File: src/rtl/cqw_pkg.sv
package cqw_pkg;
  typedef enum logic {
    ST_IDLE  = 1'b0,
    ST_BURST = 1'b1
  } cqw_state_e;
endpackage

File: src/rtl/cqw_fifo.sv
module cqw_fifo #(
  parameter int DW    = 32,
  parameter int DEPTH = 8
) (
  input  logic                         clk,
  input  logic                         rst_n,
  input  logic                         push,
  input  logic [DW-1:0]                wdata,
  input  logic                         pop,
  output logic [DW-1:0]                rdata,
  output logic [$clog2(DEPTH+1)-1:0]   count,
  output logic                         full,
  output logic                         empty
);
  localparam int PTR_W = $clog2(DEPTH);
  localparam int CNT_W = $clog2(DEPTH+1);
  localparam logic [PTR_W-1:0] LAST = PTR_W'(DEPTH-1);

  logic [DW-1:0]    mem_q [DEPTH];
  logic [PTR_W-1:0] wp_q, wp_n, rp_q, rp_n;
  logic [CNT_W-1:0] cnt_q, cnt_n;

  always_comb begin
    wp_n  = (wp_q == LAST) ? '0 : wp_q + 1'b1;
    rp_n  = (rp_q == LAST) ? '0 : rp_q + 1'b1;
    cnt_n = push ? cnt_q + 1'b1 : cnt_q - 1'b1;
  end

  always_ff @(posedge clk or negedge rst_n) begin
    if (!rst_n) begin
      wp_q  <= '0;
      rp_q  <= '0;
      cnt_q <= '0;
    end else begin
      if (push)        wp_q  <= wp_n;
      if (pop)         rp_q  <= rp_n;
      if (push ^ pop)  cnt_q <= cnt_n;
    end
  end

  always_ff @(posedge clk) begin
    if (push) mem_q[wp_q] <= wdata;
  end

  assign rdata = mem_q[rp_q];
  assign count = cnt_q;
  assign full  = (cnt_q == CNT_W'(DEPTH));
  assign empty = (cnt_q == '0);
endmodule

File: src/rtl/cqw_flush_timer.sv
module cqw_flush_timer #(
  parameter int TMR_W = 16,
  parameter int PRE_W = 8
) (
  input  logic             clk,
  input  logic             rst_n,
  input  logic             enable,
  input  logic             restart,
  input  logic [TMR_W-1:0] reload_val,
  output logic             expired
);
  logic [PRE_W-1:0] pre_q, pre_n;
  logic [TMR_W-1:0] tmr_q, tmr_n;
  logic             hold, tick, tmr_ld;

  always_comb begin
    hold   = !enable || restart;
    tick   = &pre_q;
    pre_n  = hold ? '0 : pre_q + 1'b1;
    tmr_n  = hold ? reload_val : tmr_q - 1'b1;
    tmr_ld = hold || (tick && (tmr_q != '0));
  end

  always_ff @(posedge clk or negedge rst_n) begin
    if (!rst_n) begin
      pre_q <= '0;
      tmr_q <= '0;
    end else begin
      pre_q <= pre_n;
      if (tmr_ld) tmr_q <= tmr_n;
    end
  end

  assign expired = enable && (reload_val != '0) && (tmr_q == '0);
endmodule

File: src/rtl/cqw_ring_space.sv
module cqw_ring_space #(
  parameter int IDX_W = 10,
  parameter int LEN_W = 4
) (
  input  logic [IDX_W-1:0] ring_size,
  input  logic [IDX_W-1:0] rd_idx,
  input  logic [IDX_W-1:0] cur_wr,
  input  logic [LEN_W-1:0] occupancy,
  input  logic [LEN_W-1:0] adv_len,
  output logic [LEN_W-1:0] grant_len,
  output logic [IDX_W-1:0] wr_after
);
  localparam int W = IDX_W + 1;

  logic [W-1:0] size_w, room_raw, room, occ_w, sum;

  always_comb begin
    size_w   = {1'b0, ring_size};
    room_raw = {1'b0, rd_idx} + size_w - {1'b0, cur_wr} - W'(1);
    room     = (room_raw >= size_w) ? room_raw - size_w : room_raw;
    occ_w    = {{(W-LEN_W){1'b0}}, occupancy};
    grant_len = (room < occ_w) ? room[LEN_W-1:0] : occupancy;
    sum      = {1'b0, cur_wr} + {{(W-LEN_W){1'b0}}, adv_len};
    if (sum >= size_w) sum = sum - size_w;
    wr_after = sum[IDX_W-1:0];
  end
endmodule

File: src/rtl/cq_burst_writer.sv
module cq_burst_writer #(
  parameter int DESC_W     = 32,
  parameter int FIFO_DEPTH = 8,
  parameter int HIGH_WM    = 6,
  parameter int IDX_W      = 10,
  parameter int TMR_W      = 16,
  parameter int PRE_W      = 8,
  parameter int LEN_W      = $clog2(FIFO_DEPTH+1)
) (
  input  logic              clk,
  input  logic              rst_n,
  input  logic              push_valid,
  input  logic [DESC_W-1:0] push_data,
  output logic              push_ready,
  input  logic              coalesce_en,
  input  logic [IDX_W-1:0]  ring_size,
  input  logic [IDX_W-1:0]  host_rd_idx,
  input  logic [TMR_W-1:0]  timer_reload,
  output logic              burst_start,
  output logic [IDX_W-1:0]  burst_base,
  output logic [LEN_W-1:0]  burst_len,
  output logic              beat_valid,
  output logic [DESC_W-1:0] beat_data,
  output logic [IDX_W-1:0]  wr_idx,
  output logic              done_pulse,
  output logic              err_pulse
);
  import cqw_pkg::*;

  localparam logic [LEN_W-1:0] WM_L = LEN_W'(HIGH_WM);

  // reset: asserted asynchronously, released on the clock
  logic rs_meta_q, rs_sync_q;
  always_ff @(posedge clk or negedge rst_n) begin
    if (!rst_n) begin
      rs_meta_q <= 1'b0;
      rs_sync_q <= 1'b0;
    end else begin
      rs_meta_q <= 1'b1;
      rs_sync_q <= rs_meta_q;
    end
  end

  cqw_state_e       state_q, state_n;
  logic [IDX_W-1:0] base_q, base_n, wr_q, wr_n;
  logic [LEN_W-1:0] len_q, len_n, beat_q, beat_n;
  logic             done_q, done_n, err_q, err_n;
  logic             ld_burst, ld_wr, ld_beat;

  logic              q_push, q_pop, q_full, q_empty;
  logic [LEN_W-1:0]  q_count, grant, adv_len;
  logic [DESC_W-1:0] q_rdata;
  logic [IDX_W-1:0]  wr_adv;
  logic              tmr_expired, tmr_restart, flush_due, last_beat;

  cqw_fifo #(.DW(DESC_W), .DEPTH(FIFO_DEPTH)) u_fifo (
    .clk(clk), .rst_n(rs_sync_q), .push(q_push), .wdata(push_data),
    .pop(q_pop), .rdata(q_rdata), .count(q_count), .full(q_full),
    .empty(q_empty)
  );

  cqw_flush_timer #(.TMR_W(TMR_W), .PRE_W(PRE_W)) u_timer (
    .clk(clk), .rst_n(rs_sync_q), .enable(coalesce_en),
    .restart(tmr_restart), .reload_val(timer_reload), .expired(tmr_expired)
  );

  cqw_ring_space #(.IDX_W(IDX_W), .LEN_W(LEN_W)) u_space (
    .ring_size(ring_size), .rd_idx(host_rd_idx), .cur_wr(wr_q),
    .occupancy(q_count), .adv_len(adv_len), .grant_len(grant),
    .wr_after(wr_adv)
  );

  assign adv_len    = len_q;
  assign push_ready = (state_q == ST_IDLE) && !q_full;
  assign q_push     = push_valid && push_ready;
  assign q_pop      = (state_q == ST_BURST);
  assign last_beat  = (state_q == ST_BURST) && (beat_q == len_q - 1'b1);
  assign tmr_restart = last_beat;

  always_comb begin
    if (coalesce_en) flush_due = (q_count >= WM_L) || (tmr_expired && !q_empty);
    else             flush_due = !q_empty;
  end

  // next-state logic
  always_comb begin
    state_n  = state_q;
    base_n   = wr_q;
    len_n    = grant;
    beat_n   = beat_q + 1'b1;
    wr_n     = wr_adv;
    done_n   = 1'b0;
    err_n    = 1'b0;
    ld_burst = 1'b0;
    ld_wr    = 1'b0;
    ld_beat  = 1'b0;
    case (state_q)
      ST_IDLE: begin
        if (flush_due) begin
          if (grant == '0) begin
            err_n = 1'b1;
          end else begin
            state_n  = ST_BURST;
            ld_burst = 1'b1;
            ld_beat  = 1'b1;
            beat_n   = '0;
          end
        end
      end
      ST_BURST: begin
        ld_beat = 1'b1;
        if (last_beat) begin
          state_n = ST_IDLE;
          ld_wr   = 1'b1;
          done_n  = 1'b1;
        end
      end
      default: state_n = ST_IDLE;
    endcase
  end

  // registers
  always_ff @(posedge clk or negedge rs_sync_q) begin
    if (!rs_sync_q) begin
      state_q <= ST_IDLE;
      base_q  <= '0;
      len_q   <= '0;
      beat_q  <= '0;
      wr_q    <= '0;
      done_q  <= 1'b0;
      err_q   <= 1'b0;
    end else begin
      state_q <= state_n;
      done_q  <= done_n;
      err_q   <= err_n;
      if (ld_burst) begin
        base_q <= base_n;
        len_q  <= len_n;
      end
      if (ld_beat) beat_q <= beat_n;
      if (ld_wr)   wr_q   <= wr_n;
    end
  end

  assign beat_valid  = (state_q == ST_BURST);
  assign burst_start = beat_valid && (beat_q == '0);
  assign burst_base  = base_q;
  assign burst_len   = len_q;
  assign beat_data   = q_rdata;
  assign wr_idx      = wr_q;
  assign done_pulse  = done_q;
  assign err_pulse   = err_q;
endmodule

File: config.mk
export PLATFORM = sky130hd
export DESIGN_NAME = cq_burst_writer
export DESIGN_NICKNAME = d
export VERILOG_FILES = /design/src/rtl/cqw_pkg.sv /design/src/rtl/cqw_fifo.sv /design/src/rtl/cqw_flush_timer.sv /design/src/rtl/cqw_ring_space.sv /design/src/rtl/cq_burst_writer.sv
export SDC_FILE = /design/constraint.sdc
export NUM_CORES = 1
export LEC_CHECK = 0
export BUFFER_PORTS_ARGS = -buffer_cell sky130_fd_sc_hd__buf_4
export CORE_MARGIN = 1
export CORE_UTILIZATION = 55
export CTS_CLUSTER_SIZE = 28
export DETAILED_ROUTE_END_ITERATION = 7
export PLACE_DENSITY = 0.74
export SLEW_MARGIN = 20
export SYNTH_ARGS = -nofsm -noshare
export SYNTH_HDL_FRONTEND = slang
export SYNTH_SLANG_ARGS = --single-unit
File: constraint.sdc
create_clock -name clk -period 5.9 [get_ports clk]
set_input_delay 0.59 -clock clk [delete_from_list [all_inputs] [get_ports clk]]
set_output_delay 0.59 -clock clk [all_outputs]
set_load 0.02 [all_outputs]
==> reports/metrics.csv <==
stage;metric;value;unit
run_status;status;finished, violations left;
run_status;violations in the final reports;negative setup slack;
setup_path;Critical Path AT;6.47;ns
cells_and_area;layout cells sized above 1;36.3;%
min_path;hold_sp;timer_reload[4];
grt;first-pass GRT wire length;51900;um
sta;Worst Setup Slack, final;-0.185;ns
cts;clock buffer depth;3;
cts;cts bufs inserted;34;
setup_path;critical path launch point type;flip-flop;
setup_path;endpoint type of the worst setup path;flip-flop;
synth;post-synth top area share;50.3;%
cells_and_area;# nets final;1396;
cells_and_area;commonest cells after routing, fill and taps aside;edfxtp_1 (256), buf_4 (243), mux4_2 (64), dfrtp_1 (64), inv_1 (61);
placed_design;post-detail-place hpwl;21300;um
synth;number of synthesized register bits;323;
die;io pins;133;
setup_path;slowest CP cell;or4_4;
die;die width;169;um
synth;register area share after synthesis;61.3;%
synth;mapped cell area;0.0153;sq mm
synth;Synth area leaders;edfxtp_1 (50%), dfrtp_1 (11%), mux4_2 (9.4%), ha_1 (3.8%), mux2_2 (3.1%);
cells_and_area;Layout Cells excl Fill;1661;
synth;ys async rst share;20.7;%
sta;Least-Margin Pin Slew;0.901;ns
setup_path;Critical Path RT;6.28;ns
synth;area leader, netlist;edfxtp_1;
flow_run;max cap viols;0;
min_path;hold endpoint;u_timer.tmr_q[4]$_DFFE_PN0P_;
cts;H-tree levels;2;
drt;final wirelength;33100;um
pwr;Design Power;0.0120;W
synth;ys flop type;edfxtp_1;
cells_and_area;FILL cells;1833;
sta;Slew Viols, Final;0;
grt;number of global-route vias before repair;9594;
drt;drt first-iter violations;640;
setup_path;reg-to-reg slack, setup;-0.18;ns
sta;Final Cycle Share;103;%
placed_design;port bufs;132;
grt;largest net degree at the start of global routing;66;
cts;clock latency on the worst-skew pair;0.51;ns
setup_path;crit path max fanout;10;
drt;drt first pass iters;5;
pwr;peak supply drop;0.456;mV
grt;initial antenna violation count;1;
setup_path;WS Path Type;reg -> reg;
drt;DR WL/cell;20.0;um
synth;Post-Syn Nets;1149;
setup_path;FF-to-FF path depth;26;
setup_path;slowest stage delay, CP;0.50;ns
setup_path;Crit path buffers/inverters;3;
pwr;Leakage;7.24;nW
setup_path;worst reg2reg path startpoint;wr_idx[1]$_DFFE_PN0P_;
placed_design;dpl cells;1575;
sta;Max Clock Skew;0.0174;ns
placed_design;placer congestion estimate;0.875;
cts;Clk pin slew, worst setup/hold paths;0.06;ns
cts;CTS tree;done;
synth;Synth cell types;74;
sta;final hold vios;0;
synth;synthesized instance count;1015;
drt;DR vias;9365;
die;Die Y;169;um
sta;Worst slew margin;39.9;%
sta;RSZ-0062 raised after global routing;yes;
cells_and_area;most common cell after layout, fill and taps aside;edfxtp_1;
sta;Peak Freq;164;MHz
synth;syn avg cell area;15.1;sq um
die;row cnt;60;
cells_and_area;Area growth syn-to-layout;23.2;%
synth;Post-synth EDFFs;256;
drt;via/cell ratio;5.64;
setup_path;R2R Path End;burst_base[1]$_DFFE_PN0P_;
min_path;worst min path class;in -> reg;
setup_path;Top Family by Delay on Critical Path;compound AO/OA/AOI/OAI gates;
grt;total grt overflow;0;
pwr;power per cell area;638;mW/mm^2
sta;Setup-failing EPs final;18;
die;CORE AREA;0.0271;sq mm
setup_path;Critical path origin;wr_idx[1]$_DFFE_PN0P_;
synth;Ys Warns;0;
drt;DRC Markers;0;
die;Initial Util;56.4;%
cts;clk root buf;clkbuf_16;
min_path;hold path cells;2;
drt;Final ANT Viol Nets;0;
grt;Total GRT Usage;24.1;%
sta;final worst path period need;6.08;ns
die;Die Area;0.0284;sq mm
cts;clock sink total;323;
==> report_power, final <==
group	total, W	switching [W]	internal [W]	leakage [nW]
Clock	0.00213	0.000865	0.00127	0.546
Sequential	0.00305	0.000362	0.00269	3.11
Combinational	0.00684	0.00334	0.00350	3.59
==> flip-flops by register name, indices dropped and copies added (netlist names) <==
| name | flops |
|---|---|
| rs_meta_q | 1 |
| beat_q | 4 |
| err_pulse | 1 |
| burst_len | 4 |
| u_fifo.wp_q | 3 |
| rs_sync_q | 1 |
| u_timer.tmr_q | 16 |
| wr_idx | 10 |
| u_timer.pre_q | 8 |
| u_fifo.mem_q | 256 |
| beat_valid | 1 |
| u_fifo.rp_q | 3 |
| u_fifo.count | 4 |
| done_pulse | 1 |
| burst_base | 10 |
==> synth_stat cells (10+ instances only) <==
| library cell | count |
|---|---|
| ha_1 | 47 |
| nor4_1 | 11 |
| nor3_1 | 20 |
| nor2_1 | 53 |
| xnor2_1 | 34 |
| xor2_1 | 22 |
| clkbuf_1 | 24 |
| a21oi_1 | 37 |
| nand2_1 | 53 |
| o21ai_0 | 34 |
| dfrtp_1 | 67 |
| mux2_2 | 42 |
| mux2i_1 | 13 |
| mux4_2 | 64 |
| fa_1 | 15 |
| inv_1 | 64 |
| nand4_1 | 10 |
| nand3_1 | 10 |
| a21o_1 | 12 |
| edfxtp_1 | 256 |
==> routing by layer <==
metal | vias up | share of wire (%) | global-route usage [%]
met5 | - | 0 | 0
met4 | 0 | 1.7 | 6.76
met3 | 34 | 4.0 | 3.51
met2 | 239 | 52 | 43.2
met1 | 4711 | 42 | 30.7
li1 | 4381 | - | -
==> per-stage QoR <==
step	instance area, sq um	setup TNS (ns)	utilization, %	hold slack, ns	worst slack, ns
finish	18800	-2.19	69.5	0.295	-0.185
global route	18800	-6.75	69.5	0.287	-0.415
CTS	18800	-1.39	69.4	0.271	-0.141
detailed placement	17400	-10.28	64.3	0.347	-0.625
global placement	17400	-7.95	64.3	0.337	-0.500
floorplan	15400	-5.00	-	0.294	-0.445
==> layout make-up <==
| class | instances | area, sq um | area share, % |
|---|---|---|---|
| Clock inverter | 25 | 249 | 1.32 |
| Multi-Input combinational cell | 592 | 5740 | 30.5 |
| Tap cell | 372 | 465 | 2.47 |
| Clock buffer | 37 | 882 | 4.69 |
| Sequential cell | 323 | 9370 | 49.8 |
| Inverter | 65 | 244 | 1.30 |
| Timing Repair Buffer | 246 | 1870 | 9.91 |
| Antenna cell | 1 | 2.50 | 0.0133 |
==> kinds of logic after synthesis <==
logic type,after synthesis,share of synthesized area (%)
other cells,1,0.0245
mux,127,14.2
fa+ha+maj,62,5.82
xor+xnor,56,3.21
buf+inv,100,2.62
simple gates,201,6.49
compound gates,145,6.37
flops,323,61.3
==> worst max path at each step <==
| stage | cells past startpoint | slack (ns) | endpoint |
|---|---|---|---|
| 2_1_floorplan | 25 | -0.44 | burst_base[1]$_DFFE_PN0P_ |
| 3_3_place_gp | 26 | -0.50 | burst_base[6]$_DFFE_PN0P_ |
| 3_5_place_dp | 25 | -0.62 | burst_base[3]$_DFFE_PN0P_ |
| 4_1_cts | 26 | -0.14 | burst_base[1]$_DFFE_PN0P_ |
| 5_1_grt | 26 | -0.42 | burst_base[1]$_DFFE_PN0P_ |
| 6_report | 26 | -0.18 | burst_base[1]$_DFFE_PN0P_ |
==> timing repair <==
item                                    4_1_cts  5_1_grt
pin swaps                                     2        3
setup buffers                                22        2
gates resized for setup                      14        6
hold buffers                                  1        0
endpoints found under the setup margin       17       20
endpoints found under the hold margin         2        0
(Power assumes the default switching activity.)
